## src/rtl/hfe_pkg.sv

```systemverilog
`timescale 1ns/1ps
// Package: shared encodings and control-register field positions for the
// message-digest front end. Assumes a 32-bit control register.
package hfe_pkg;
    typedef enum logic [1:0] {DT_WORD = 2'd0, DT_HALF = 2'd1, DT_BYTE = 2'd2, DT_BIT = 2'd3} dtype_e;
    typedef enum logic [1:0] {AL_SHA1 = 2'd0, AL_MD5 = 2'd1, AL_SHA224 = 2'd2, AL_SHA256 = 2'd3} algo_e;

    typedef struct packed {
        algo_e algo;
        logic  hmac;
        logic  longkey;
    } core_cfg_t;

    localparam int F_RESTART = 0;
    localparam int F_DMAEN   = 1;
    localparam int F_DTYPE   = 2;
    localparam int F_KEYED   = 4;
    localparam int F_MULTI   = 5;
    localparam int F_LONGKEY = 6;
    localparam int F_ALGO    = 8;
    localparam int F_COUNT   = 12;
    localparam int F_FULL    = 16;
endpackage

```

## src/rtl/hfe_swizzle.sv

```systemverilog
`timescale 1ns/1ps
// Module: hfe_swizzle
// Reorders one input word by data type: pass, half swap, byte reversal,
// full bit reversal. Purely combinational. Assumes DATA_W is a multiple of 16.
module hfe_swizzle #(
    parameter int DATA_W = 32
) (
    input  hfe_pkg::dtype_e     dtype,
    input  logic [DATA_W-1:0]   din,
    output logic [DATA_W-1:0]   dout
);
    localparam int NBYTE = DATA_W / 8;
    localparam int NHALF = DATA_W / 16;

    logic [DATA_W-1:0] by_bit, by_byte, by_half;

    for (genvar i = 0; i < DATA_W; i++) begin : g_bit
        assign by_bit[i] = din[DATA_W-1-i];
    end
    for (genvar j = 0; j < NBYTE; j++) begin : g_byte
        assign by_byte[j*8 +: 8] = din[(NBYTE-1-j)*8 +: 8];
    end
    for (genvar k = 0; k < NHALF; k++) begin : g_half
        assign by_half[k*16 +: 16] = din[(NHALF-1-k)*16 +: 16];
    end

    // Select the ordering for the configured data type.
    always_comb begin
        unique case (dtype)
            hfe_pkg::DT_HALF: dout = by_half;
            hfe_pkg::DT_BYTE: dout = by_byte;
            hfe_pkg::DT_BIT:  dout = by_bit;
            default:          dout = din;
        endcase
    end
endmodule

```

## src/rtl/hfe_din_stage.sv

```systemverilog
`timescale 1ns/1ps
// Module: hfe_din_stage
// One-word holding stage towards the core, with a wrapping count of pushed
// words. Assumes the caller only pushes while the stage is empty.
module hfe_din_stage #(
    parameter int DATA_W = 32,
    parameter int CNT_W  = 4
) (
    input  logic              clk,
    input  logic              rst_n,
    input  logic              clear,
    input  logic              push,
    input  logic [DATA_W-1:0] push_data,
    input  logic              take,
    output logic              full,
    output logic [DATA_W-1:0] held,
    output logic [CNT_W-1:0]  count
);
    // Holding register and full flag.
    always_ff @(posedge clk) begin
        if (!rst_n) begin
            full <= 1'b0;
            held <= '0;
        end else if (clear) begin
            full <= 1'b0;
        end else if (push) begin
            full <= 1'b1;
            held <= push_data;
        end else if (take) begin
            full <= 1'b0;
        end
    end

    // Word count, wraps naturally at 2**CNT_W.
    always_ff @(posedge clk) begin
        if (!rst_n)     count <= '0;
        else if (clear) count <= '0;
        else if (push)  count <= count + 1'b1;
    end

    a_r7_push_empty: assert property (@(posedge clk) disable iff (!rst_n)
        push |-> !full);
    a_r7_take_clears: assert property (@(posedge clk) disable iff (!rst_n)
        (take && full && !clear) |=> !full);
    a_r6_count_step: assert property (@(posedge clk) disable iff (!rst_n)
        (push && !clear) |=> count == $past(count) + 1'b1);
endmodule

```

## src/rtl/hfe_dma_if.sv

```systemverilog
`timescale 1ns/1ps
// Module: hfe_dma_if
// DMA request generation, running-transfer tracking and the automatic
// digest-start pulse. Assumes ack_acc is qualified by the caller.
module hfe_dma_if (
    input  logic clk,
    input  logic rst_n,
    input  logic dma_en,
    input  logic restart,
    input  logic busy,
    input  logic full,
    input  logic multi,
    input  logic dma_ack,
    input  logic ack_acc,
    input  logic last,
    output logic dma_req,
    output logic core_start
);
    logic running, ack_d;

    // Transfer stays alive between first and last accepted word.
    always_ff @(posedge clk) begin
        if (!rst_n)       running <= 1'b0;
        else if (restart) running <= 1'b0;
        else if (ack_acc) running <= ~last;
    end

    // Acknowledge delay for the one-cycle request gap, and start pulse.
    always_ff @(posedge clk) begin
        if (!rst_n) begin
            ack_d      <= 1'b0;
            core_start <= 1'b0;
        end else begin
            ack_d      <= dma_ack;
            core_start <= ack_acc & last & ~multi;
        end
    end

    assign dma_req = (dma_en | running) & ~busy & ~full & ~ack_d;

    a_r8_full_blocks: assert property (@(posedge clk) disable iff (!rst_n)
        full |-> !dma_req);
    a_r8_ack_gap: assert property (@(posedge clk) disable iff (!rst_n)
        dma_ack |=> !dma_req);
    a_r11_start_src: assert property (@(posedge clk) disable iff (!rst_n)
        core_start |-> $past(ack_acc && last && !multi));
endmodule

```

## src/rtl/hfe_ctrl_regs.sv

```systemverilog
`timescale 1ns/1ps
// Module: hfe_ctrl_regs
// Software-visible control fields and the core configuration latch that
// loads only on a restart write. Assumes one control write per cycle.
module hfe_ctrl_regs #(
    parameter int EXP_W     = 5,
    parameter int EXP_START = 17
) (
    input  logic               clk,
    input  logic               rst_n,
    input  logic               ctrl_wr,
    input  logic [31:0]        wdata,
    input  logic               last_acc,
    output logic               dma_en,
    output hfe_pkg::dtype_e    dtype,
    output logic               keyed,
    output logic               multi,
    output logic               longkey,
    output hfe_pkg::algo_e     algo,
    output logic               core_init,
    output hfe_pkg::core_cfg_t cfg,
    output logic [EXP_W-1:0]   exp_words
);
    import hfe_pkg::*;
    logic restart;
    assign restart = ctrl_wr & wdata[F_RESTART];

    // Readable fields; hardware clears the DMA enable on the last word.
    always_ff @(posedge clk) begin
        if (!rst_n) begin
            dma_en  <= 1'b0;
            dtype   <= DT_WORD;
            keyed   <= 1'b0;
            multi   <= 1'b0;
            longkey <= 1'b0;
            algo    <= AL_SHA1;
        end else if (ctrl_wr) begin
            dma_en  <= wdata[F_DMAEN];
            dtype   <= dtype_e'(wdata[F_DTYPE +: 2]);
            keyed   <= wdata[F_KEYED];
            multi   <= wdata[F_MULTI];
            longkey <= wdata[F_LONGKEY];
            algo    <= algo_e'(wdata[F_ALGO +: 2]);
        end else if (last_acc) begin
            dma_en  <= 1'b0;
        end
    end

    // Core configuration, restart pulse and expected-word status.
    always_ff @(posedge clk) begin
        if (!rst_n) begin
            core_init <= 1'b0;
            cfg       <= '0;
            exp_words <= '0;
        end else begin
            core_init <= restart;
            if (restart) begin
                cfg.algo    <= algo_e'(wdata[F_ALGO +: 2]);
                cfg.hmac    <= wdata[F_KEYED];
                cfg.longkey <= wdata[F_KEYED] & wdata[F_LONGKEY];
                exp_words   <= EXP_W'(EXP_START);
            end
        end
    end

    a_r2_init_src: assert property (@(posedge clk) disable iff (!rst_n)
        core_init |-> $past(ctrl_wr && wdata[F_RESTART]));
    a_r3_cfg_hold: assert property (@(posedge clk) disable iff (!rst_n)
        !core_init |-> $stable(cfg));
    a_r4_exp_set: assert property (@(posedge clk) disable iff (!rst_n)
        core_init |-> exp_words == EXP_W'(EXP_START));
    a_r9_autoclr: assert property (@(posedge clk) disable iff (!rst_n)
        (last_acc && !ctrl_wr) |=> !dma_en);
endmodule

```

## src/rtl/hash_frontend.sv

```systemverilog
`timescale 1ns/1ps
// Module: hash_frontend
// Register and DMA front end of a message-digest core: control register,
// restart-gated configuration, data reordering and one-word input stage.
// Assumes a 32-bit bus; the DMA asserts dma_ack only in answer to dma_req.
module hash_frontend #(
    parameter int DATA_W    = 32,
    parameter int CNT_W     = 4,
    parameter int EXP_W     = 5,
    parameter int EXP_START = 17
) (
    input  logic              clk,
    input  logic              rst_n,
    input  logic              reg_wr,
    input  logic              reg_addr,
    input  logic [31:0]       reg_wdata,
    output logic [31:0]       reg_rdata,
    output logic              dma_req,
    input  logic              dma_ack,
    input  logic [DATA_W-1:0] dma_data,
    input  logic              dma_last,
    input  logic              core_busy,
    input  logic              core_take,
    output logic              core_valid,
    output logic [DATA_W-1:0] core_data,
    output logic              core_init,
    output logic              core_start,
    output logic [1:0]        core_algo,
    output logic              core_hmac,
    output logic              core_longkey,
    output logic [EXP_W-1:0]  exp_words
);
    import hfe_pkg::*;

    logic               ctrl_wr, data_wr, restart, full;
    logic               dma_acc, cpu_acc, push, last_acc;
    logic               dma_en, keyed, multi, longkey;
    dtype_e             dtype;
    algo_e              algo;
    core_cfg_t          cfg;
    logic [DATA_W-1:0]  raw_word, swz_word;
    logic [CNT_W-1:0]   count;

    // Decode writes and qualify word acceptance (restart first, DMA over CPU).
    always_comb begin
        ctrl_wr  = reg_wr & ~reg_addr;
        data_wr  = reg_wr & reg_addr;
        restart  = ctrl_wr & reg_wdata[F_RESTART];
        dma_acc  = dma_ack & ~full & ~restart;
        cpu_acc  = data_wr & ~dma_ack & ~full & ~restart;
        push     = dma_acc | cpu_acc;
        last_acc = dma_acc & dma_last;
        raw_word = dma_ack ? dma_data : reg_wdata[DATA_W-1:0];
    end

    hfe_ctrl_regs #(.EXP_W(EXP_W), .EXP_START(EXP_START)) u_regs (
        .clk(clk), .rst_n(rst_n), .ctrl_wr(ctrl_wr), .wdata(reg_wdata),
        .last_acc(last_acc), .dma_en(dma_en), .dtype(dtype), .keyed(keyed),
        .multi(multi), .longkey(longkey), .algo(algo), .core_init(core_init),
        .cfg(cfg), .exp_words(exp_words)
    );

    hfe_swizzle #(.DATA_W(DATA_W)) u_swz (
        .dtype(dtype), .din(raw_word), .dout(swz_word)
    );

    hfe_din_stage #(.DATA_W(DATA_W), .CNT_W(CNT_W)) u_din (
        .clk(clk), .rst_n(rst_n), .clear(restart), .push(push),
        .push_data(swz_word), .take(core_take), .full(full),
        .held(core_data), .count(count)
    );

    hfe_dma_if u_dma (
        .clk(clk), .rst_n(rst_n), .dma_en(dma_en), .restart(restart),
        .busy(core_busy), .full(full), .multi(multi), .dma_ack(dma_ack),
        .ack_acc(dma_acc), .last(dma_last), .dma_req(dma_req),
        .core_start(core_start)
    );

    // Register readback and core configuration outputs.
    always_comb begin
        reg_rdata                  = '0;
        reg_rdata[F_DMAEN]         = dma_en;
        reg_rdata[F_DTYPE +: 2]    = dtype;
        reg_rdata[F_KEYED]         = keyed;
        reg_rdata[F_MULTI]         = multi;
        reg_rdata[F_LONGKEY]       = longkey;
        reg_rdata[F_ALGO +: 2]     = algo;
        reg_rdata[F_COUNT +: 4]    = 4'(count);
        reg_rdata[F_FULL]          = full;
        core_valid                 = full;
        core_algo                  = cfg.algo;
        core_hmac                  = cfg.hmac;
        core_longkey               = cfg.longkey;
    end

    a_r12_restart_drops: assert property (@(posedge clk) disable iff (!rst_n)
        restart |=> !core_valid && reg_rdata[F_COUNT +: 4] == 4'd0);
    a_r10_restart_quiet: assert property (@(posedge clk) disable iff (!rst_n)
        (restart && !reg_wdata[F_DMAEN]) |=> !dma_req);
endmodule

```

## config.mk

```make
export PLATFORM = sky130hd
export DESIGN_NAME = hash_frontend
export DESIGN_NICKNAME = d
export VERILOG_FILES = /design/src/rtl/hfe_pkg.sv /design/src/rtl/hfe_swizzle.sv /design/src/rtl/hfe_din_stage.sv /design/src/rtl/hfe_dma_if.sv /design/src/rtl/hfe_ctrl_regs.sv /design/src/rtl/hash_frontend.sv
export SDC_FILE = /design/constraint.sdc
export NUM_CORES = 1
export LEC_CHECK = 0
export BUFFER_PORTS_ARGS = -buffer_cell sky130_fd_sc_hd__buf_4
export CORE_MARGIN = 2
export CORE_UTILIZATION = 47
export CTS_BUF_LIST = sky130_fd_sc_hd__clkbuf_16
export CTS_CLUSTER_SIZE = 24
export DETAILED_ROUTE_END_ITERATION = 10
export HOLD_SLACK_MARGIN = 0.05
export PLACE_DENSITY = 0.81
export SYNTH_ARGS = -nofsm -noshare
export SYNTH_HDL_FRONTEND = slang
export SYNTH_SLANG_ARGS = --single-unit
```

## constraint.sdc

```tcl
create_clock -name clk -period 2.1 [get_ports clk]
set_input_delay 0.315 -clock clk [delete_from_list [all_inputs] [get_ports clk]]
set_output_delay 0.315 -clock clk [all_outputs]
set_load 0.05 [all_outputs]
```

==> results.sh, run 1 <==
export IMPL_dieArea_sq_um=7280
export IMPL_fmax_mhz=566
export IMPL_synth_area_leaders="dfxtp_1 (35%), buf_4 (8.0%), mux2_2 (6.5%)"
export IMPL_syn_area_per_cell_sq_um=9.01
export IMPL_initial_core_util=0.486
export IMPL_fp_dieH_um=85.3
export IMPL_gp_congestion=0.886
export IMPL_setup_viol=0
export IMPL_dr_pass1_iters=5
export IMPL_cts_root_buf="clkbuf_16"
export IMPL_yosysSeqAreaShare=0.348
export IMPL_clock_skew_ns=0.00619
export IMPL_port_buffers=126
export IMPL_reg2reg_depth=5
export IMPL_synthArstFlopShare=0
export IMPL_slew_viol_final=0
export IMPL_hold_depth=3
export IMPL_routed_wl_um=9190
export IMPL_ys_ff_latch=54
export IMPL_grt_pass1_vias=2785
export IMPL_cp_start_kind="flop"
export IMPL_worstMarginPinSlew_ns=0.908
export IMPL_clkPwrFrac=0.276
export IMPL_r2r_start="u_regs.dtype[1]"
export IMPL_antenna_found_initial=0
export IMPL_worstSetupEndpointType="flop"
export IMPL_status="complete, no violations"
export IMPL_wl_per_cell_um=17.2
export IMPL_tritoncts="done"
export IMPL_maxCapViolCount=0
export IMPL_period_share=0.841
export IMPL_grt_pass1_wl_um=14400
export IMPL_vdd_drop_max_v=0.000428
export IMPL_overflow=0
export IMPL_cp_required_ns=2.34
export IMPL_min_period_ns=1.77
export IMPL_leakagePower_uw=0.00192
export IMPL_synth_top_area_frac=0.348
export IMPL_p_sw_frac=0.374
export IMPL_via_per_inst=5.75
export IMPL_syn_instance_count=345
export IMPL_dp_cells=527
export IMPL_grtUsageTotal=0.245
export IMPL_cts_htree_levels=2
export IMPL_yosys_top_cells_count="dfxtp_1 (54), nor2_1 (37), buf_4 (33)"
export IMPL_drive_gt1_frac=0.389
export IMPL_fp_coreArea_sq_um=6390
export IMPL_cts_setup_buffers=0
export IMPL_antenna_left=0
export IMPL_n_antenna_cell=0
export IMPL_drt_iter0_markers=165
export IMPL_worstPathArrival_ns=2.01
export IMPL_rsz0062_at_grt="no"
export IMPL_fin_nets=530
export IMPL_p_int_uw=1940
export IMPL_hold_class="input port to flop"
export IMPL_yosys_cell_count_top_type="dfxtp_1"
export IMPL_max_clock_path_buffers=2
export IMPL_cp_max_fo=29
export IMPL_ys_flop_type="dfxtp_1"
export IMPL_yosys_warnings=0
export IMPL_cts_clk_slew_worst_paths_ns=0.08
export IMPL_drc=0
export IMPL_p_comb_frac=0.344
export IMPL_area_delta_synth_final_pct=33.2
export IMPL_hold_buffers=0
export IMPL_dp_hpwl_um=6930
export IMPL_reg2reg_to="u_din.held[25]"
export IMPL_io_pins=149
export IMPL_clock_latency_ns=0.30
export IMPL_hold_path_endpoint="u_regs.algo[1]"
export IMPL_p_seq_frac=0.380
export IMPL_synth_edf_count=0
export IMPL_cts_buffers=5
export IMPL_slew_headroom=0.393
export IMPL_cellPowerDensity_nw_per_um2=749
export IMPL_critPathKind="flop to flop"
export IMPL_rows=29
export IMPL_synthDistinctLibCells=39
export IMPL_num_vias=3076
export IMPL_hold_start="reg_wdata[9]"
export IMPL_grt_max_degree=33
export IMPL_cts_resized=0
export IMPL_timing_setup_tns_ns=0
export IMPL_p_sw_uw=1160
export IMPL_regToRegSetupSlack_ns=0.33
export IMPL_mappedNetlistArea_sq_um=3110
export IMPL_hold_viol_final=0
export IMPL_die_w_um=85.3
export IMPL_cts_sinks=54
export IMPL_final_cells=535
export IMPL_synth_top_cell_by_area="dfxtp_1"
kinds of logic (layout without fill, tap and decap cells):
group                      count (synthesis)  count (layout)  share of synthesized area
DFF                                       54              54                      0.348
adders and majority gates                  1               1                    0.00403
buffers and inverters                     58             150                      0.116
and+or+nand+nor                           79              79                      0.110
muxes                                     38              38                      0.130
xor gates and xnor gates                   2               2                    0.00564
other                                      1              22                    0.00121
AOI/OAI and AO/OA                        112             112                      0.286
critical path, stage by stage, from the launching register on:
cell,delay [ns]
dfxtp_2,0.54
buf_4,0.35
nand2b_1,0.24
o22ai_1,0.10
a221oi_1,0.30
a22o_1,0.19
cell type report:
| cell class | instances | area (sq um) |
|---|---|---|
| Sequential cell | 54 | 1080 |
| Timing Repair Buffer | 138 | 1040 |
| Clock inverter | 3 | 28.8 |
| Clock buffer | 5 | 125 |
| Multi-Input combinational cell | 254 | 1750 |
| Inverter | 4 | 15.0 |
| Tap cell | 77 | 96.3 |
| Fill cell | 540 | 2250 |
power groups by stage:
stage	clock [uW]	combinational (uW)	sequential [uW]
3_3_place_gp	0	1040	1200
3_5_place_dp	0	1060	1200
4_1_cts	869	1060	1180
6_report	856	1060	1180
2_1_floorplan	0	498	1450
5_1_grt	909	1120	1190
routing by layer:
metal  GRT usage  vias up  part of all wire
li1            -     1457                 -
met1       0.343     1447              0.44
met2       0.394      163              0.46
met3      0.0467        9             0.093
met4      0.0505        0            0.0093
met5           0        -                 0
flip-flops by register name, summed over array words and instances (netlist names), 2 cells and up:
signal,flops
u_din.count,4
u_din.held,32
u_regs.algo,2
u_regs.cfg,4
u_regs.dtype,2
per-stage QoR:
stage | cell area [sq um] | power [uW] | utilization | setup slack (ns) | hold slack (ns)
floorplan | 3190 | 1950 | - | 0.186 | 0.423
global placement | 3980 | 2240 | 0.624 | 0.268 | 0.441
detailed placement | 3980 | 2260 | 0.624 | 0.214 | 0.444
CTS | 4140 | 3110 | 0.648 | 0.358 | 0.272
global route | 4140 | 3220 | 0.648 | 0.176 | 0.277
finish | 4140 | 3100 | 0.648 | 0.334 | 0.278
cell usage in the layout (no fill, tap or decap), types with 2 or more instances in the layout:
master	synthesis	final
a21oi_1	28	28
xnor2_1	2	2
a211oi_2	6	6
nand3_1	2	2
a2bb2o_1	4	4
dfxtp_1	54	53
nand2b_1	5	5
clkbuf_16	0	5
a221oi_1	10	10
a22o_1	16	16
inv_1	4	4
conb_1	1	22
mux2_2	18	18
a211oi_1	11	11
a221o_1	15	15
o21ai_0	3	3
o22ai_1	12	12
o2bb2ai_1	2	2
nand2_1	23	23
nor2b_1	4	4
and2_1	2	2
clkinv_4	0	2
buf_4	33	138
mux2i_1	20	20
nor2_1	37	36
worst max path at each step:
stage,startpoint,endpoint,slack [ns],depth (start not counted)
after CTS,u_regs.dtype[1],u_din.held[25],0.36,5
after detailed placement,dma_ack,u_din.held[19],0.21,5
after global routing,u_regs.dtype[1],u_din.held[2],0.18,5
after floorplan,u_din.full,dma_req,0.19,1
final,u_regs.dtype[1],u_din.held[25],0.33,5
after global placement,dma_ack,u_din.held[9],0.27,5
Power figures use the tool's default switching activity.
==> run 2, diff against run 1 <==
--- a/config.mk
+++ b/config.mk
@@ -7,12 +7,12 @@
 export LEC_CHECK = 0
 export BUFFER_PORTS_ARGS = -buffer_cell sky130_fd_sc_hd__buf_4
 export CORE_MARGIN = 2
-export CORE_UTILIZATION = 47
+export CORE_UTILIZATION = 42
 export CTS_BUF_LIST = sky130_fd_sc_hd__clkbuf_16
 export CTS_CLUSTER_SIZE = 24
 export DETAILED_ROUTE_END_ITERATION = 10
 export HOLD_SLACK_MARGIN = 0.05
-export PLACE_DENSITY = 0.81
+export PLACE_DENSITY = 0.77
 export SYNTH_ARGS = -nofsm -noshare
 export SYNTH_HDL_FRONTEND = slang
 export SYNTH_SLANG_ARGS = --single-unit
==> constraint.sdc (replaced) <==
create_clock -name clk -period 1.52 [get_ports clk]
set_input_delay 0.228 -clock clk [delete_from_list [all_inputs] [get_ports clk]]
set_output_delay 0.228 -clock clk [all_outputs]
set_load 0.05 [all_outputs]
==> run 2 against run 1 <==
  * Final area is 7.1% higher
  * Clock power rose by 46%
  * Final cell count rose by 8.2%
  * Critical path depth did not move
  * Critical path type unchanged
  * Largest cell class unchanged
==> results.sh, run 2 (synthesis gave the netlist of run 1 again) <==
export IMPL_status="complete, no violations"
export IMPL_wl_per_cell_um=16.2
export IMPL_dp_cells=570
export IMPL_setup_viol=0
export IMPL_via_per_inst=5.49
export IMPL_num_vias=3180
export IMPL_drt_iter0_markers=166
export IMPL_cts_root_buf="clkbuf_16"
export IMPL_hold_buffers=0
export IMPL_grtUsageTotal=0.224
export IMPL_dieArea_sq_um=8100
export IMPL_fin_nets=552
export IMPL_die_w_um=90.0
export IMPL_largestRegisters="u_din.held: 32 flops, u_din.count: 4 flops, u_regs.cfg: 4 flops"
export IMPL_cp_required_ns=1.71
export IMPL_final_cell_mix="buf_4 (155), dfxtp_1 (51), nor2_1 (36)"
export IMPL_routed_wl_um=9360
export IMPL_io_pins=149
export IMPL_worstSetupEndpointType="flop"
export IMPL_cp_start_kind="flop"
export IMPL_dr_pass1_iters=4
export IMPL_rows=31
export IMPL_clock_skew_ns=0.00333
export IMPL_antenna_left=0
export IMPL_fp_coreArea_sq_um=7210
export IMPL_max_clock_path_buffers=2
export IMPL_slew_headroom=0.551
export IMPL_dp_hpwl_um=7130
export IMPL_cellPowerDensity_nw_per_um2=1000
export IMPL_maxCapViolCount=0
export IMPL_fp_dieH_um=90.0
export IMPL_tritoncts="done"
export IMPL_p_total_uw=4430
export IMPL_worstPathArrival_ns=1.65
export IMPL_drive_gt1_frac=0.431
export IMPL_grt_pass1_vias=3082
export IMPL_worstMarginPinSlew_ns=0.673
export IMPL_drc=0
export IMPL_initial_core_util=0.431
export IMPL_min_period_ns=1.46
export IMPL_leakagePower_uw=0.00204
export IMPL_n_antenna_cell=0
export IMPL_area_delta_synth_final_pct=42.6
export IMPL_rsz0062_at_grt="yes"
export IMPL_cts_buffers=5
export IMPL_grt_max_degree=32
export IMPL_final_common_cell="buf_4"
export IMPL_cp_max_fo=31
export IMPL_port_buffers=126
export IMPL_cts_sinks=54
export IMPL_hold_viol_final=0
export IMPL_largest_register="u_din.held"
export IMPL_slew_viol_final=0
export IMPL_gp_congestion=0.872
export IMPL_hold_class="input port to flop"
export IMPL_cts_setup_buffers=0
export IMPL_clock_latency_ns=0.29
export IMPL_antenna_found_initial=0
export IMPL_vdd_drop_max_v=0.000506
export IMPL_overflow=0
export IMPL_fmax_mhz=683
export IMPL_period_share=0.963
export IMPL_cts_htree_levels=2
export IMPL_grt_pass1_wl_um=14800
export IMPL_largest_reg_flops=32
export IMPL_cts_clk_slew_worst_paths_ns=0.07
export IMPL_fillers=638
export IMPL_critPathKind="flop to flop"
export IMPL_final_cells=579
## run 2: changes by cell type in the layout (fill, tap and decap cells not counted), sizes merged
cell	change
buf	+21
bufinv	+1
clkinv	-2
inv	+1
nor2	+1
## run 2: worst max-delay path, stage by stage (launching register included)
cell and delay [ns]:
dfxtp_4 0.37, buf_6 0.22, nor2b_1 0.31, o2bb2ai_1 0.17, a221oi_1 0.09, a22o_1 0.20
## run 2: path summary, 6_finish.rpt
check	cells past startpoint	from	slack (ns)	endpoint
worst max register to register	5	u_regs.dtype[1]	0.06	u_din.held[1]
worst max-delay path	5	u_regs.dtype[1]	0.06	u_din.held[1]
worst min-delay path	2	rst_n	0.19	u_dma.ack_d
worst min register to register	2	u_regs.cfg[0]	0.46	u_regs.cfg[0]
## run 2: metal layers
| layer | track usage | vias to the layer above | share of wire |
|---|---|---|---|
| met1 | 0.289 | 1493 | 0.42 |
| met3 | 0.0662 | 19 | 0.091 |
| li1 | - | 1504 | - |
| met4 | 0.0833 | 0 | 0.019 |
| met2 | 0.355 | 164 | 0.47 |
| met5 | 0 | - | 0 |
## run 2: through the flow
stage	TNS, ns	hold slack, ns	setup slack (ns)	util	instance area, sq um
after floorplan	0	0.354	0.00272	-	3260
after global placement	-0.555	0.441	-0.0476	0.588	4250
final	0	0.194	0.0557	0.614	4430
after CTS	0	0.188	0.00617	0.611	4410
after detailed placement	-1.34	0.454	-0.106	0.588	4250
after global routing	-0.0613	0.193	-0.0359	0.614	4430
## run 2: area by class of cell
class / count / area [sq um] / share of cell area
repair buffers: 159 / 1230 / 0.279
clock inverters: 3 / 37.5 / 0.00847
well taps: 99 / 124 / 0.0280
clock buffers: 5 / 125 / 0.0282
multi-input cells: 255 / 1800 / 0.407
flip-flops and latches: 54 / 1090 / 0.246
inverters: 4 / 15.0 / 0.00339
## run 2: what timing repair did
action / 4_1_cts / 5_1_grt
resized for setup: 1 / 3
cloned: 0 / 1
pin swaps: 0 / 1
endpoints found under the setup margin: 8 / 11
## run 2: power breakdown
| group | internal, uW | switching [uW] |
|---|---|---|
| logic | 580 | 985 |
| clock network | 765 | 483 |
| registers | 1530 | 84.9 |
